[config.mk]
export PLATFORM = sky130hd
export DESIGN_NAME = smul_top
export DESIGN_NICKNAME = d
export VERILOG_FILES = /design/src/rtl/smul_pkg.sv /design/src/rtl/smul_acc_unit.sv /design/src/rtl/smul_seq_ctrl.sv /design/src/rtl/smul_top.sv
export SDC_FILE = /design/constraint.sdc
export NUM_CORES = 2
export LEC_CHECK = 0
export BUFFER_PORTS_ARGS = -buffer_cell sky130_fd_sc_hd__buf_2
export CORE_MARGIN = 2
export CORE_UTILIZATION = 30
export DETAILED_ROUTE_END_ITERATION = 12
export GPL_TIMING_DRIVEN = 0
export PLACE_DENSITY = 0.56
export SLEW_MARGIN = 5
export SYNTH_ARGS = -nofsm -noshare
export SYNTH_HDL_FRONTEND = slang
export SYNTH_HIERARCHICAL = 1
export SYNTH_SLANG_ARGS = --single-unit
[constraint.sdc]
create_clock -name clk -period 11.39 [get_ports clk]
set_input_delay 1.7085 -clock clk [delete_from_list [all_inputs] [get_ports clk]]
set_output_delay 1.7085 -clock clk [all_outputs]
set_load 0.01 [all_outputs]
[src/rtl/smul_pkg.sv]
package smul_pkg;
  typedef enum logic [1:0] {
    OP_NONE = 2'd0,
    OP_STEP = 2'd1,
    OP_SKIP = 2'd2,
    OP_NORM = 2'd3
  } smul_op_e;

  typedef enum logic [1:0] {
    ST_IDLE = 2'd0,
    ST_RUN  = 2'd1,
    ST_NORM = 2'd2
  } smul_state_e;
endpackage

[src/rtl/smul_acc_unit.sv]
module smul_acc_unit
  import smul_pkg::*;
#(
  parameter int WORD_W  = 32,
  parameter int N_WORDS = 4,
  parameter int MANT_W  = 115
) (
  input  smul_op_e                      op,
  input  logic                          add_en,
  input  logic [WORD_W*N_WORDS-1:0]     acc_i,
  input  logic                          sticky_i,
  input  logic [WORD_W*N_WORDS-1:0]     mcand,
  output logic [WORD_W*N_WORDS-1:0]     acc_o,
  output logic                          sticky_o,
  output logic                          norm_inc
);
  localparam int TOT_W = WORD_W * N_WORDS;

  always_comb begin
    acc_o    = acc_i;
    sticky_o = sticky_i;
    norm_inc = 1'b0;
    case (op)
      OP_STEP: begin
        acc_o    = (acc_i >> 1) + (add_en ? mcand : {TOT_W{1'b0}});
        sticky_o = sticky_i | acc_i[0];
      end
      OP_SKIP: begin
        acc_o    = acc_i >> WORD_W;
        sticky_o = sticky_i | (|acc_i[WORD_W-1:0]);
      end
      OP_NORM: begin
        if (acc_i[MANT_W]) begin
          acc_o    = acc_i >> 1;
          sticky_o = sticky_i | acc_i[0];
          norm_inc = 1'b1;
        end
      end
      default: ;
    endcase
  end
endmodule

[src/rtl/smul_seq_ctrl.sv]
module smul_seq_ctrl
  import smul_pkg::*;
#(
  parameter int WORD_W  = 32,
  parameter int N_WORDS = 4,
  parameter int GUARD   = 2
) (
  input  logic                      clk,
  input  logic                      rst,
  input  logic                      start,
  input  logic [WORD_W*N_WORDS-1:0] y_words,
  output logic                      busy,
  output logic                      load,
  output smul_op_e                  op,
  output logic                      add_bit
);
  localparam int WI_W = (N_WORDS > 1) ? $clog2(N_WORDS) : 1;
  localparam int BI_W = $clog2(WORD_W);
  localparam logic [WI_W-1:0] LAST_W  = WI_W'(N_WORDS - 1);
  localparam logic [BI_W-1:0] TOP_BIT = BI_W'(WORD_W - 1);

  smul_state_e     state;
  logic [WI_W-1:0] widx;
  logic [BI_W-1:0] bidx;
  logic [WORD_W-1:0] cur_word;
  logic            word_zero, hi_clear, word_end;

  assign cur_word  = y_words[int'(widx)*WORD_W +: WORD_W];
  assign word_zero = (cur_word == '0);
  assign hi_clear  = (((cur_word >> bidx) >> 1) == '0);
  assign word_end  = word_zero || ((widx == LAST_W) ? hi_clear : (bidx == TOP_BIT));
  assign busy      = (state != ST_IDLE);
  assign load      = (state == ST_IDLE) && start;

  always_comb begin
    op      = OP_NONE;
    add_bit = 1'b0;
    case (state)
      ST_RUN: begin
        if (word_zero) begin
          op = (widx == '0) ? OP_NONE : OP_SKIP;
        end else begin
          op      = OP_STEP;
          add_bit = cur_word[bidx];
        end
      end
      ST_NORM: op = OP_NORM;
      default: ;
    endcase
  end

  always_ff @(posedge clk) begin
    if (rst) begin
      state <= ST_IDLE;
      widx  <= '0;
      bidx  <= '0;
    end else begin
      case (state)
        ST_IDLE: if (start) begin
          state <= ST_RUN;
          widx  <= '0;
          bidx  <= BI_W'(GUARD);
        end
        ST_RUN: begin
          if (word_end) begin
            bidx <= '0;
            if (widx == LAST_W) state <= ST_NORM;
            else widx <= widx + 1'b1;
          end else begin
            bidx <= bidx + 1'b1;
          end
        end
        default: state <= ST_IDLE;
      endcase
    end
  end

  // stepping in the lowest word never touches the guard bits
  a_r6_skip_guard: assert property (@(posedge clk) disable iff (rst)
    (state == ST_RUN && widx == '0 && !word_zero) |-> (bidx >= BI_W'(GUARD)));

  // the renormalization cycle is always followed by idle
  a_r1_norm_to_idle: assert property (@(posedge clk) disable iff (rst)
    (state == ST_NORM) |=> (state == ST_IDLE));
endmodule

[src/rtl/smul_top.sv]
module smul_top
  import smul_pkg::*;
#(
  parameter int WORD_W  = 32,
  parameter int N_WORDS = 4,
  parameter int MANT_W  = 115,
  parameter int GUARD   = 2,
  parameter int EXP_W   = 12
) (
  input  logic                      clk,
  input  logic                      rst,
  input  logic                      start,
  input  logic [WORD_W*N_WORDS-1:0] x_mant,
  input  logic [WORD_W*N_WORDS-1:0] y_mant,
  input  logic [EXP_W-1:0]          x_exp,
  input  logic [EXP_W-1:0]          y_exp,
  output logic                      busy,
  output logic                      done,
  output logic [WORD_W*N_WORDS-1:0] p_mant,
  output logic                      p_sticky,
  output logic [EXP_W-1:0]          p_exp
);
  localparam int TOT_W = WORD_W * N_WORDS;

  logic [TOT_W-1:0] x_q, y_q, acc_q, acc_n;
  logic [EXP_W-1:0] esum_q;
  logic             stk_q, stk_n, norm_inc, load, add_bit;
  smul_op_e         op;

  smul_seq_ctrl #(.WORD_W(WORD_W), .N_WORDS(N_WORDS), .GUARD(GUARD)) i_ctrl (
    .clk(clk), .rst(rst), .start(start), .y_words(y_q),
    .busy(busy), .load(load), .op(op), .add_bit(add_bit)
  );

  smul_acc_unit #(.WORD_W(WORD_W), .N_WORDS(N_WORDS), .MANT_W(MANT_W)) i_acc (
    .op(op), .add_en(add_bit), .acc_i(acc_q), .sticky_i(stk_q), .mcand(x_q),
    .acc_o(acc_n), .sticky_o(stk_n), .norm_inc(norm_inc)
  );

  always_ff @(posedge clk) begin
    if (rst) begin
      x_q      <= '0;
      y_q      <= '0;
      esum_q   <= '0;
      acc_q    <= '0;
      stk_q    <= 1'b0;
      done     <= 1'b0;
      p_mant   <= '0;
      p_sticky <= 1'b0;
      p_exp    <= '0;
    end else begin
      done <= 1'b0;
      if (load) begin
        x_q    <= x_mant;
        y_q    <= y_mant;
        esum_q <= x_exp + y_exp;
        acc_q  <= '0;
        stk_q  <= 1'b0;
      end else if (op == OP_STEP || op == OP_SKIP) begin
        acc_q <= acc_n;
        stk_q <= stk_n;
      end
      if (op == OP_NORM) begin
        p_mant   <= acc_n;
        p_sticky <= stk_n;
        p_exp    <= esum_q + EXP_W'(norm_inc);
        done     <= 1'b1;
      end
    end
  end

  a_r1_done_pulse: assert property (@(posedge clk) disable iff (rst)
    done |=> !done);

  a_r1_idle_at_done: assert property (@(posedge clk) disable iff (rst)
    done |-> !busy);

  a_r5_operands_held: assert property (@(posedge clk) disable iff (rst)
    busy |=> ($stable(y_q) && $stable(x_q) && $stable(esum_q)));

  a_r3_sticky_kept: assert property (@(posedge clk) disable iff (rst)
    (busy && stk_q) |=> stk_q);

  a_r4_exp_sum: assert property (@(posedge clk) disable iff (rst)
    done |-> (p_exp == esum_q || p_exp == esum_q + EXP_W'(1)));

  a_r2_normalized: assert property (@(posedge clk) disable iff (rst)
    (done && x_q[MANT_W-1] && y_q[MANT_W-1] && (x_q >> MANT_W) == '0 && (y_q >> MANT_W) == '0)
      |-> (p_mant[MANT_W-1] && (p_mant >> MANT_W) == '0));
endmodule

==> impl_metrics.ini <==
[run_status]
outcome = finished, final reports clean

[synthesis]
synth_ff_type = dfxtp_1
yosys_register_bits = 548
synthArstFlopShare_pct = 0
synth_top_area_share_pct = 29.4
syn_area_um2 = 37300
syn_nets = 4636
netlist_instances = 4203
yosys.area.top_type = dfxtp_1
synth.distinct_cells = 100
yosysSeqAreaShare_pct = 29.4
ys_warn_count = 6
synth-edff-count = 0
syn_area_per_cell_um2 = 8.86
ys_top_cells_by_area = dfxtp_1 29%, mux2i_1 17%, mux4_2 7.8%

[placement]
io_buffer_count = 425
hpwl_mm = 129
place_congestion = 0.963

[sta]
finalCritPeriodShare_pct = 88.6
tightest_slew_ns = 1.18
max_freq_ghz = 0.0991
finClkSkew_ns = 0.0215
rsz0062_at_grt = false
finalHoldViolCount = 0
maxSlewHeadroom_pct = 21.6
setup_viol = 0
slew_violations = 0
min_period_ns = 10.09
fin_setup_tns_ns = 0

[clocking]
cts_tree = yes
htreeDepth = 3
clock_path_buffers = 3
root_buffer = clkbuf_16
clk_latency_ns = 0.66
cts_buffers = 70
cts.repair.resized = 0
cts_hold_buf = 0
path_clk_slew_ns = 0.06
clock_sinks = 548
cts_setup_buffers = 0

[drt]
viasPerCell = 5.42
drt-initial-drc-count = 2812
drc_errors = 0
wl_per_cell_um = 24.8
wirelength_mm = 159
vias = 34700
ant_nets = 0
first_pass_iters = 6

[pwr]
p_leak_nw = 17.1
comb_power_share_pct = 12.2
switching_share_pct = 27.4
p_int_w = 0.00359
power.total_w = 0.00495
ir_drop_v = 0.0000958
p_per_area_nw_per_um2 = 113
clockPowerShare_pct = 46.2
seqPwrFrac_pct = 41.5
switching_power_w = 0.00136

[floorplanning]
die_w_um = 356
start_util_pct = 30.2
fp.coreArea_um2 = 123000
fp-row-count = 129
dieArea_um2 = 127000
io_pins = 426
die_h_um = 356

[grt]
grt_max_degree = 15
top_usage_layer = met2
antenna_found_initial = 13
grt_pass1_wl_mm = 225
grt_util_all_layers_pct = 24.1
grt_pass1_vias = 32500
met3_usage_pct = 4.29
globalRouteOverflowTotal = 0
gr-usage-met1_pct = 33.1
gr-usage-met2_pct = 37.9

[setup_path]
cpPeakStageDelay_ns = 0.82
cp.arrival_ns = 10.67
cp-end-kind = register
worstPathRequired_ns = 11.97
crit_slowest_cell = clkbuf_1
crit_path_max_fanout = 10
critical_path_class = register to register
crit_path_frequent_cell = a21oi_1
setup.worst_path.start_class = register

[cells_and_area]
seqCellArea_um2 = 11000
multiInputGateArea_um2 = 24700
drive_gt1_share_pct = 19.5
nNetsFinal = 5133
fill_cells = 12900
area_growth_pct = 17.6
post-route-util_pct = 35.5

[run]
cap_violations = 0

[min_path]
hold_class = register to register
-- cells by family after synthesis --
logic type      count (synthesis)  synth area share, %
compound gates                791                 13.8
xor+xnor                      135                 3.17
flops                         548                 29.4
mux                           846                 27.6
simple gates                 1371                 16.8
buf+inv                       362                 4.16
fa+ha+maj                     150                 5.08
-- path summary, 6_finish.rpt --
path | from | end | slack (ns) | cells after the start
setup / recovery | i_ctrl/bidx[1]$_SDFFE_PP0P_ | p_mant[100]$_SDFFE_PP0P_ | 1.30 | 30
hold / removal | p_exp[4]$_SDFFE_PP0P_ | p_exp[4]$_SDFFE_PP0P_ | 0.48 | 2
setup reg to reg | i_ctrl/bidx[1]$_SDFFE_PP0P_ | p_mant[100]$_SDFFE_PP0P_ | 1.30 | 30
hold reg to reg | p_exp[4]$_SDFFE_PP0P_ | p_exp[4]$_SDFFE_PP0P_ | 0.48 | 2
-- sequential cells by signal (all words and copies together), names as in the netlist --
register / flops
acc_q: 128
done: 1
esum_q: 12
i_ctrl/bidx: 5
i_ctrl/state: 2
i_ctrl/widx: 2
p_exp: 12
p_mant: 128
p_sticky: 1
stk_q: 1
x_q: 128
y_q: 128
-- final cells by class --
type	count	area share [%]
timing repair buffer	425	4.85
sequential	548	25.0
clock buffer	98	4.73
tap	1637	4.67
antenna	9	0.0514
inverter	60	0.514
buffer	302	3.03
multi-input combinational	3293	56.5
clock inverter	27	0.643
-- worst max-delay path, delay by kind of cell, from the launching register on --
family                     cells  cell delay, ns
DFF                            1            0.49
buffers and inverters          7            3.20
and+or+nand+nor                7            1.15
xor gates and xnor gates       1            0.32
adders and majority gates      2            0.60
muxes                          2            0.52
AOI/OAI and AO/OA             11            3.74
-- synth_stat cells, drive strengths merged, types with 9 or more instances --
library cell,count
a21boi,13
a21oi,266
o21bai,38
o21ai,187
o2111ai,10
clkbuf,166
buf,136
mux2i,627
a221oi,10
nor3,47
a41oi,10
a21o,38
mux4,134
o22ai,11
o31ai,19
mux2,85
o211ai,30
and2,139
nor2,717
o221ai,13
inv,58
a211oi,30
nor4,21
nand4,80
nand2,214
or4,11
xor2,47
a31oi,22
or3,11
nand2b,16
nor2b,20
xnor2,88
dfxtp,548
or2,10
o21a,25
ha,148
and3,19
a22oi,9
nand3,44
-- metal layers --
metal	up-vias	share of wire, %
met5	-	0.010
met4	2	3.5
met3	233	8.0
met2	1370	44
met1	16800	44
li1	16300	-
-- cells in the final DEF (no fill, tap or decap), types with 19 or more instances in the layout --
master     instances
o21bai_1          37
nand4_1           78
inv_1             55
xnor2_1           88
mux2i_1          627
a31oi_1           19
buf_2            522
o21a_1            25
a211oi_1          24
clkbuf_1         173
o21ai_0          173
a21o_1            38
nor3_1            46
and2_1           139
nand2_1          212
nor2b_1           19
buf_1             25
ha_1             148
nand3_1           44
mux4_2           129
a21oi_1          263
nor2_1           717
clkbuf_16         73
dfxtp_1          548
mux2_2            85
o211ai_1          28
xor2_1            47
-- power groups by stage --
stage               clock network, W  registers, W  logic (W)
global route                 0.00241       0.00206   0.000653
finish                       0.00229       0.00205   0.000605
detailed placement                 0       0.00209   0.000602
global placement                   0       0.00209   0.000597
CTS                          0.00234       0.00205   0.000604
floorplan                          0       0.00206   0.000406
-- metrics by stage --
stage          instances  hold WS, ns  worst slack, ns  instance area, µm²
6_report            6399        0.482             1.30               43800
5_1_grt             6391        0.499            0.986               43800
4_1_cts             6390        0.484             1.48               43800
3_5_place_dp        6265        0.473             1.55               41400
3_3_place_gp        6265        0.467             1.00               41400
2_1_floorplan       4203        0.452             5.00               37300
Note: power is estimated with default switching activity, not from simulation.
